[config.mk]
export PLATFORM = sky130hd
export DESIGN_NAME = ccd_timing_seq
export DESIGN_NICKNAME = d
export VERILOG_FILES = /design/src/rtl/ccd_seq_pkg.sv /design/src/rtl/ccd_rate_tick.sv /design/src/rtl/ccd_seq_fsm.sv /design/src/rtl/ccd_timing_seq.sv
export SDC_FILE = /design/constraint.sdc
export NUM_CORES = 1
export LEC_CHECK = 0
export CELL_PAD_IN_SITES_DETAIL_PLACEMENT = 1
export CELL_PAD_IN_SITES_GLOBAL_PLACEMENT = 2
export CORE_AREA = 2 2 116 118
export DETAILED_ROUTE_END_ITERATION = 6
export DIE_AREA = 0 0 118 120
export MAX_ROUTING_LAYER = met4
export PLACE_DENSITY_LB_ADDON = 0.1
export SLEW_MARGIN = 20
export SYNTH_ARGS = -nofsm -noshare
export SYNTH_HDL_FRONTEND = slang
export SYNTH_SLANG_ARGS = --single-unit
export TNS_END_PERCENT = 50
[constraint.sdc]
create_clock -name clk -period 4.8 [get_ports clk]
set_clock_uncertainty 0.05 [all_clocks]
set_input_delay 0.96 -clock clk [delete_from_list [all_inputs] [get_ports clk]]
set_output_delay 0.96 -clock clk [all_outputs]
set_load 0.05 [all_outputs]
[src/rtl/ccd_seq_pkg.sv]
package ccd_seq_pkg;

    typedef enum logic [2:0] {
        ST_START,
        ST_FT,
        ST_FLUSH,
        ST_EXPOSE,
        ST_XFER,
        ST_RDV,
        ST_RDH,
        ST_DONE
    } seq_st_e;

    typedef struct packed {
        logic ft;
        logic vclk;
        logic hclk;
        logic shut;
        logic strobe;
    } ccd_drv_t;

    // Maps sequencer state and phase onto the sensor drive lines.
    function automatic ccd_drv_t drive_of(seq_st_e st, logic ph, logic flush_hi, logic first);
        ccd_drv_t d;
        d = '0;
        case (st)
            ST_FT:     d.ft = 1'b1;
            ST_FLUSH:  begin d.vclk = flush_hi; d.hclk = flush_hi; end
            ST_EXPOSE: d.shut = 1'b1;
            ST_XFER:   begin d.ft = 1'b1; d.shut = 1'b1; end
            ST_RDV:    d.vclk = ~ph;
            ST_RDH:    begin d.hclk = ~ph; d.strobe = ph & first; end
            default:   d = '0;
        endcase
        return d;
    endfunction

endpackage

[src/rtl/ccd_rate_tick.sv]
module ccd_rate_tick #(
    parameter int DIV_W = 8
) (
    input  logic             clk,
    input  logic             rst,
    input  logic             en,
    input  logic [DIV_W-1:0] div,
    output logic             tick,
    output logic             first
);
    logic [DIV_W-1:0] cnt;

    always_ff @(posedge clk) begin
        if (rst || !en)
            cnt <= '0;
        else if (cnt == div)
            cnt <= '0;
        else
            cnt <= cnt + 1'b1;
    end

    assign tick  = en && (cnt == div);
    assign first = en && (cnt == '0);

    // after a period ends, the next period starts at its first cycle
    assert_tick_wrap_R9: assert property (@(posedge clk) disable iff (rst)
        (en && tick) |=> (!en || first));

endmodule

[src/rtl/ccd_seq_fsm.sv]
module ccd_seq_fsm
    import ccd_seq_pkg::*;
#(
    parameter int EXP_W  = 16,
    parameter int LINE_W = 8,
    parameter int PIX_W  = 8
) (
    input  logic              clk,
    input  logic              rst,
    input  logic              cap_req,
    input  logic [EXP_W-1:0]  exp_len,
    input  logic [LINE_W-1:0] n_lines,
    input  logic [PIX_W-1:0]  n_pix,
    input  logic              clear_twice,
    input  logic              tick,
    input  logic              first,
    output logic              rd_en,
    output ccd_drv_t          drv,
    output logic              busy,
    output logic              done
);
    localparam int FL_W = LINE_W + 2;

    seq_st_e           st;
    logic              ph;
    logic              pend;
    logic              extra;
    logic [FL_W-1:0]   fcnt;
    logic [EXP_W-1:0]  ecnt;
    logic [LINE_W-1:0] line;
    logic [PIX_W-1:0]  pix;

    logic [LINE_W-1:0] nl_eff;
    logic [PIX_W-1:0]  np_eff;
    logic [EXP_W-1:0]  el_eff;
    logic [FL_W-1:0]   flush_last;

    assign nl_eff     = (n_lines == '0) ? LINE_W'(1) : n_lines;
    assign np_eff     = (n_pix == '0)   ? PIX_W'(1)  : n_pix;
    assign el_eff     = (exp_len == '0) ? EXP_W'(1)  : exp_len;
    assign flush_last = {nl_eff, 2'b00} - FL_W'(1);

    assign busy  = pend || (st == ST_EXPOSE) || (st == ST_XFER) ||
                   (st == ST_RDV) || (st == ST_RDH);
    assign done  = (st == ST_DONE);
    assign rd_en = (st == ST_RDV) || (st == ST_RDH);
    assign drv   = drive_of(st, ph, ~fcnt[0], first);

    always_ff @(posedge clk) begin
        if (rst) begin
            st    <= ST_START;
            ph    <= 1'b0;
            pend  <= 1'b0;
            extra <= 1'b0;
            fcnt  <= '0;
            ecnt  <= '0;
            line  <= '0;
            pix   <= '0;
        end else begin
            if (cap_req && !busy)
                pend <= 1'b1;
            case (st)
                ST_START: st <= ST_FT;
                ST_FT: begin
                    st   <= ST_FLUSH;
                    fcnt <= '0;
                end
                ST_FLUSH: begin
                    if (fcnt == flush_last) begin
                        if (pend && clear_twice && !extra) begin
                            extra <= 1'b1;
                            st    <= ST_FT;
                        end else if (pend) begin
                            pend  <= 1'b0;
                            extra <= 1'b0;
                            ecnt  <= '0;
                            st    <= ST_EXPOSE;
                        end else begin
                            st <= ST_FT;
                        end
                    end else begin
                        fcnt <= fcnt + 1'b1;
                    end
                end
                ST_EXPOSE: begin
                    if (ecnt == el_eff - EXP_W'(1))
                        st <= ST_XFER;
                    else
                        ecnt <= ecnt + 1'b1;
                end
                ST_XFER: begin
                    st   <= ST_RDV;
                    ph   <= 1'b0;
                    line <= '0;
                    pix  <= '0;
                end
                ST_RDV: begin
                    if (tick) begin
                        if (ph) begin
                            ph  <= 1'b0;
                            pix <= '0;
                            st  <= ST_RDH;
                        end else begin
                            ph <= 1'b1;
                        end
                    end
                end
                ST_RDH: begin
                    if (tick) begin
                        if (!ph) begin
                            ph <= 1'b1;
                        end else begin
                            ph <= 1'b0;
                            if (pix == np_eff - PIX_W'(1)) begin
                                if (line == nl_eff - LINE_W'(1)) begin
                                    st <= ST_DONE;
                                end else begin
                                    line <= line + 1'b1;
                                    st   <= ST_RDV;
                                end
                            end else begin
                                pix <= pix + 1'b1;
                            end
                        end
                    end
                end
                ST_DONE: st <= ST_FT;
                default: st <= ST_START;
            endcase
        end
    end

    assert_ft_single_R1: assert property (@(posedge clk) disable iff (rst)
        drv.ft |=> !drv.ft);

    assert_flush_shut_R2: assert property (@(posedge clk) disable iff (rst)
        (st == ST_FLUSH || rd_en) |-> !drv.shut);

    assert_flush_toggle_R3: assert property (@(posedge clk) disable iff (rst)
        (st == ST_FLUSH && $past(st) == ST_FLUSH) |-> (drv.vclk != $past(drv.vclk)));

    assert_expose_quiet_R7: assert property (@(posedge clk) disable iff (rst)
        drv.shut |-> (!drv.vclk && !drv.hclk));

    assert_strobe_settled_R10: assert property (@(posedge clk) disable iff (rst)
        drv.strobe |-> (!drv.hclk && $past(drv.hclk)));

    assert_done_pulse_R11: assert property (@(posedge clk) disable iff (rst)
        done |=> !done);

    assert_busy_end_R11: assert property (@(posedge clk) disable iff (rst)
        $fell(busy) |-> done);

endmodule

[src/rtl/ccd_timing_seq.sv]
module ccd_timing_seq
    import ccd_seq_pkg::*;
#(
    parameter int EXP_W  = 16,
    parameter int LINE_W = 8,
    parameter int PIX_W  = 8,
    parameter int DIV_W  = 8
) (
    input  logic              clk,
    input  logic              rst,
    input  logic              cap_req,
    input  logic [EXP_W-1:0]  exp_len,
    input  logic [LINE_W-1:0] n_lines,
    input  logic [PIX_W-1:0]  n_pix,
    input  logic [DIV_W-1:0]  rate_div,
    input  logic              clear_twice,
    output logic              ft_clk,
    output logic              v_clk,
    output logic              h_clk,
    output logic              shutter_open,
    output logic              pix_strobe,
    output logic              busy,
    output logic              done
);
    logic     rd_en;
    logic     tick;
    logic     first;
    ccd_drv_t drv;

    ccd_rate_tick #(.DIV_W(DIV_W)) u_tick (
        .clk   (clk),
        .rst   (rst),
        .en    (rd_en),
        .div   (rate_div),
        .tick  (tick),
        .first (first)
    );

    ccd_seq_fsm #(.EXP_W(EXP_W), .LINE_W(LINE_W), .PIX_W(PIX_W)) u_fsm (
        .clk         (clk),
        .rst         (rst),
        .cap_req     (cap_req),
        .exp_len     (exp_len),
        .n_lines     (n_lines),
        .n_pix       (n_pix),
        .clear_twice (clear_twice),
        .tick        (tick),
        .first       (first),
        .rd_en       (rd_en),
        .drv         (drv),
        .busy        (busy),
        .done        (done)
    );

    assign ft_clk       = drv.ft;
    assign v_clk        = drv.vclk;
    assign h_clk        = drv.hclk;
    assign shutter_open = drv.shut;
    assign pix_strobe   = drv.strobe;

endmodule

Word-level counts from Yosys, hierarchy flattened

Index checks and enable logic that the tools add are counted.

Register bits after elaboration: 56
Input bits: 44
Logic and storage cells: 131
Output and inout bits: 7

Equality and inequality tests: 26
Reduce and logical (&&, ||, !) cells: 37
Muxes and demuxes: 47
Bitwise logic cells: 3
Add/subtract/negate cells: 9

Operator list:

| kind                                                | count |
|---|---|
| two-way mux 8 bit                                   | 11 |
| two-way mux 16 bit                                  | 5 |
| one-hot mux 16 bit (2 select lines)                 | 1 |
| adder 8 x 1 -> 8 bit (second input constant)        | 3 |
| == test 8 bit                                       | 3 |
| logical NOT 8 bit                                   | 3 |
| two-way mux 3 bit                                   | 8 |
| one-hot mux 8 bit (3 select lines)                  | 1 |
| one-hot mux 3 bit (7 select lines)                  | 1 |
| one-hot mux 10 bit (2 select lines)                 | 1 |
| != test 2 bit (second input constant)               | 9 |
| adder 16 x 1 -> 16 bit (second input constant)      | 1 |
| == test 16 bit                                      | 1 |
| logical NOT 16 bit                                  | 1 |
| one-hot mux 8 bit (2 select lines)                  | 1 |
| subtractor 16 x 1 -> 16 bit (second input constant) | 1 |
| subtractor 8 x 1 -> 8 bit (second input constant)   | 2 |
| == test 3 bit (second input constant)               | 4 |
| two-way mux 1 bit                                   | 12 |
| adder 10 x 1 -> 10 bit (second input constant)      | 1 |
| == test 10 bit                                      | 1 |
| two-way mux 10 bit                                  | 1 |
| != test 2 x 1 -> 1 bit (second input constant)      | 5 |
| AND reduction 5 bit                                 | 2 |
| other kinds (18)                                    | 43 |

Logic depth before layout (Yosys ltp)

Gate-level depths: netlist of the first run.

Depth after elaboration: 12
Depth in mapped cells: 15
Depth with buffers taken out: 13

Hierarchy

From an unflattened synthesis of the first run, not the netlist that was laid out.

Cell total of the unflattened synthesis: 532
Area total of the unflattened synthesis: 4252.8 um^2

By module, submodules not included:

| module        | cells each | instances | seq. area each (um^2) | area an instance (um^2) |
|---|---|---|---|---|
| ccd_seq_fsm   | 478        | 1         | 960.9                 | 3731.1 |
| ccd_rate_tick | 54         | 1         | 160.2                 | 521.8 |

Worst setup path before layout of the first run

Ideal clock, no wire load.

Path kind: input-to-reg
From: input port n_lines[4]
To: register u_fsm.ecnt[12]
Buffers on the path: 2
Slack: 0.889 ns
Data arrival time: 3.737 ns
Required time: 4.626 ns
Stages: 14
Setup time: 0.124 ns
Cell sequence: clkbuf_1 -> nor4_1 -> a21o_1 -> inv_1 -> ha_1 -> xnor2_1 -> xor2_1 -> nand3_1 -> a2111o_1 -> nor3_4 -> and4_4 -> buf_6 -> o2111ai_1 -> mux2i_1

Longest elaborated chain between the ends: 6

RTL lines:

| what                                      | RTL line             | RTL |
|---|---|---|
| start, declared                           | ccd_timing_seq.sv:13 | `input logic [LINE_W-1:0] n_lines,` |
| logical NOT 8 bit                         | ccd_seq_fsm.sv:38    | `assign nl_eff = (n_lines == '0) ? LINE_W'(1) : n_lines;` |
| two-way mux 8 bit *                       | ccd_seq_fsm.sv:38    |  |
| subtractor 10 x 1 -> 10 bit *             | ccd_seq_fsm.sv:41    | `assign flush_last = {nl_eff, 2'b00} - FL_W'(1);` |
| == test 10 bit *                          | ccd_seq_fsm.sv:69    | `if (fcnt == flush_last) begin` |
| != test 2 x 1 -> 1 bit (no source line) * | --                   |  |
| AND reduction 5 bit (no source line) *    | --                   |  |
| end signal, assigned                      | ccd_seq_fsm.sv:89    | `ecnt <= ecnt + 1'b1;` |
| end, declared                             | ccd_seq_fsm.sv:29    | `logic [EXP_W-1:0] ecnt;` |

Every way passes the cells marked *; elsewhere a longest branch is shown, timed or not.
A chain may end at the register's enable or synchronous reset.

Final worst setup path of the first run

From: input port n_lines[7]
To: register u_fsm.ecnt[9]

The elaborated chain is that of the path after synthesis.

==> out/results.ini, run 1 <==
[status]
outcome = complete, no violations

[sta]
finalSetupViolCount = 0
fmax_ghz = 0.2296
finalHoldViolations = 0
drv_slew = 0
tightest_slew_ps = 697.4
maxSlewHeadroom_pct = 53.20
fin_setup_tns_ps = 0
rsz0062_at_grt = no
timing.final.crit_share_pct = 90.75
fin_crit_ps = 4356

[synthesis]
synth_area_um2 = 4190
ys_seq_area_share_pct = 26.75
synth_top_family_by_area = simple AND/OR/NAND/NOR gates
ys.flop_type = dfxtp_1
synth_edf_count = 0
synth_nets = 578
synthAdderAreaFrac_pct = 2.687
synthArstFlopShare_pct = 0
yosys.area_share.simple_pct = 29.05
synth_cell_types = 60
synthXorXnorAreaFrac_pct = 16.24
synthTopCellsByCount = 61 x nor2_1, 56 x dfxtp_1, 43 x xnor2_1, 34 x nand2_1, 27 x xor2_1
yosys.area.top_type_share_pct = 26.75
ys_ff_latch = 56
synthMuxAreaShare_pct = 4.061
synthCells = 525
avgSynthCellArea_um2 = 7.981
synth_most_common_cell = nor2_1
ys_warn_count = 0
synth-compound-area-share_pct = 17.23
yosysTopAreaCell = dfxtp_1
synthTopCellsByArea = dfxtp_1 27%, xnor2_1 9.0%, xor2_1 5.6%, nor2_1 5.5%, mux2i_1 4.1%

[floorplanning]
die_w_um = 118
rows = 42
dieArea_um2 = 14160
start_util_pct = 32.28
die_y_um = 120
core_area_um2 = 12980
io_pins = 51

[worst_setup_path]
startpoint_type = input pin
cp.required_ps = 4990
crit_type = input pin to flip-flop
worstRegToRegCells = 8
r2r_setup_slack_ps = 1840
critical_path_arrival_ps = 4550
cp-end-kind = flip-flop
regToRegEndpoint = u_fsm.line[4]
rr_startpoint = u_fsm.st[1]
crit_fanout = 6

[layout]
nNetsFinal = 630
area_delta_synth_final_pct = 21.20
drive_above_1_share_pct = 6.239
ff_latch_area_um2 = 1121
fillers = 1605
layout.cells.non_filler = 753
stdcell_area_um2 = 5079
diodes = 0
multi_input_area_um2 = 2915

[power]
vdd_drop_max_uv = 119.3
p_per_area_nw_per_um2 = 222.8
power.leakage_uw = 0.001851

[placement]
hpwl_um = 9561
gp_congestion = 0.8113
dp_cells = 746
portBuffers = 50
dpl-instance-area_um2 = 4932

[clocking]
clkSinkCount = 56
cts_tree = yes
path_clk_slew_ps = 70
cts_buffers = 5
htree_levels = 2
cts-root-buf = clkbuf_16
clkLatencyLatePin_ps = 300
cts_buffer_depth = 2

[hold_path]
hold_end = u_fsm.extra
hp-class = flip-flop to flip-flop
worst_hold_startpoint = u_fsm.extra
whs_path_depth = 2

[route]
wl_met2_um = 6115
num_vias = 4017
ant_nets = 0
drt_iter0_drc = 218
first_pass_iters = 4
drcViolationCount = 0
via_per_inst = 5.335
wire_per_inst_um = 16.18
wl_met3_um = 288
topRoutingLayerUsed = met4
wirelength_met1_um = 5645
wl_um = 12190

[global_route]
antenna_found_initial = 0
grtUsageTotal_pct = 18.63
grt_overflow = 0
grt_pass1_vias = 4245
grt_max_degree = 20
grt_pass1_wl_um = 20930

[flow_run]
max-cap-violations = 0

stage by stage:
stage          worst slack [ps]  utilization [%]  total power, uW  hold WS (ps)
2_1_floorplan             888.6                -            662.8         378.0
3_3_place_gp              175.7            38.00            770.6         398.6
3_5_place_dp              4.268            38.00            773.8         414.3
4_1_cts                   328.2            39.03             1152         431.6
5_1_grt                   122.0            39.13             1191         464.9
6_report                  444.2            39.13             1131         429.1
power by group:
group	switching, uW	total (uW)	leakage, uW	internal [uW]
Clock	176	367	0.0000667	191
Sequential	23.7	495	0.000452	471
Combinational	155	270	0.00133	115
critical path: stages:
cell and delay [ps]:
clkdlybuf4s50_1 480, nor4_1 360, a21o_1 220, inv_1 80, ha_1 220, xnor2_1 320, xor2_1 180, nand3_1 100
a2111o_1 470, nor3_4 220, nand4_1 300, a211oi_1 420, mux2i_1 210
layer usage:
metal  up-vias  global-route usage [%]
li1       2004                       -
met1      1968                   22.38
met2        37                   32.67
met3         8                   2.709
met4         0                   5.120
met5         -                       -
cell families (layout without fill, tap and decap cells):
kind of cell | after synthesis | in the layout
adder cells (fa/ha/maj) | 9 | 9
buffers and inverters | 40 | 92
multiplexers | 17 | 17
AO/OA/AOI/OAI | 100 | 100
AND/OR/NAND/NOR | 230 | 230
flip-flops | 56 | 56
XOR/XNOR | 73 | 73
flip-flops by register name, indices dropped and copies added (netlist names), 3 cells and up:
name        count
u_fsm.fcnt     10
u_tick.cnt      8
u_fsm.st        3
u_fsm.line      8
u_fsm.pix       8
u_fsm.ecnt     16
worst max path at each step:
| stage | from | endpoint | slack, ps | cells after the start |
|---|---|---|---|---|
| final | n_lines[7] | u_fsm.ecnt[9] | 440 | 13 |
| after global routing | n_lines[7] | u_fsm.ecnt[9] | 120 | 13 |
| after CTS | exp_len[11] | u_fsm.ecnt[2] | 330 | 14 |
| after detailed placement | exp_len[11] | u_fsm.ecnt[2] | 4 | 14 |
| after global placement | n_lines[7] | u_fsm.ecnt[9] | 180 | 13 |
| after floorplan | n_lines[4] | u_fsm.ecnt[12] | 890 | 14 |
area by class of cell:
class / count / area share, %
well taps: 176 / 4.336
clock buffers: 6 / 2.538
inverters: 20 / 1.478
repair buffers: 65 / 12.07
flip-flops and latches: 56 / 22.07
clock inverters: 1 / 0.09855
multi-input cells: 429 / 57.40
cell usage in the layout (no fill, tap or decap), drive strengths merged, types with 5 or more instances in the layout:
cell and count:
nand4 20, a21oi 23, dfxtp 56, o2111ai 5, o31ai 6, clkdlybuf4s50 50, and4 6, nor2 61
nand2b 21, a31oi 5, a211oi 6, or3 5, nor3 17, buf 15, or4 7, a21o 6
xnor2 43, clkbuf 6, and3 14, inv 20, nand2 34, mux2i 17, nor4 6, xor2 27
o21ai 13, nand3 25, ha 9
what timing repair did:
| action | CTS | global route |
|---|---|---|
| resized for setup | 0 | 2 |
| hold buffers | 0 | 0 |
| endpoints found under the hold margin | 0 | 0 |
| buffers inserted | 0 | 0 |
| endpoints found under the setup margin | 0 | 10 |
Note: power is estimated with default switching activity, not from simulation.
==> run 2, diff against run 1 <==
--- a/config.mk
+++ b/config.mk
@@ -8,6 +8,7 @@
 export CELL_PAD_IN_SITES_DETAIL_PLACEMENT = 1
 export CELL_PAD_IN_SITES_GLOBAL_PLACEMENT = 2
 export CORE_AREA = 2 2 116 118
+export CTS_CLUSTER_DIAMETER = 120
 export DETAILED_ROUTE_END_ITERATION = 6
 export DIE_AREA = 0 0 118 120
 export MAX_ROUTING_LAYER = met4
==> results of run 2 <==
Final layout, timing and power as in run 1 (identical DEF).
==> run 3, diff against run 2 <==
--- a/config.mk
+++ b/config.mk
@@ -5,6 +5,7 @@
 export SDC_FILE = /design/constraint.sdc
 export NUM_CORES = 1
 export LEC_CHECK = 0
+export CAP_MARGIN = 20
 export CELL_PAD_IN_SITES_DETAIL_PLACEMENT = 1
 export CELL_PAD_IN_SITES_GLOBAL_PLACEMENT = 2
 export CORE_AREA = 2 2 116 118
==> results of run 3 <==
Final layout, timing and power as in run 1 (identical DEF).
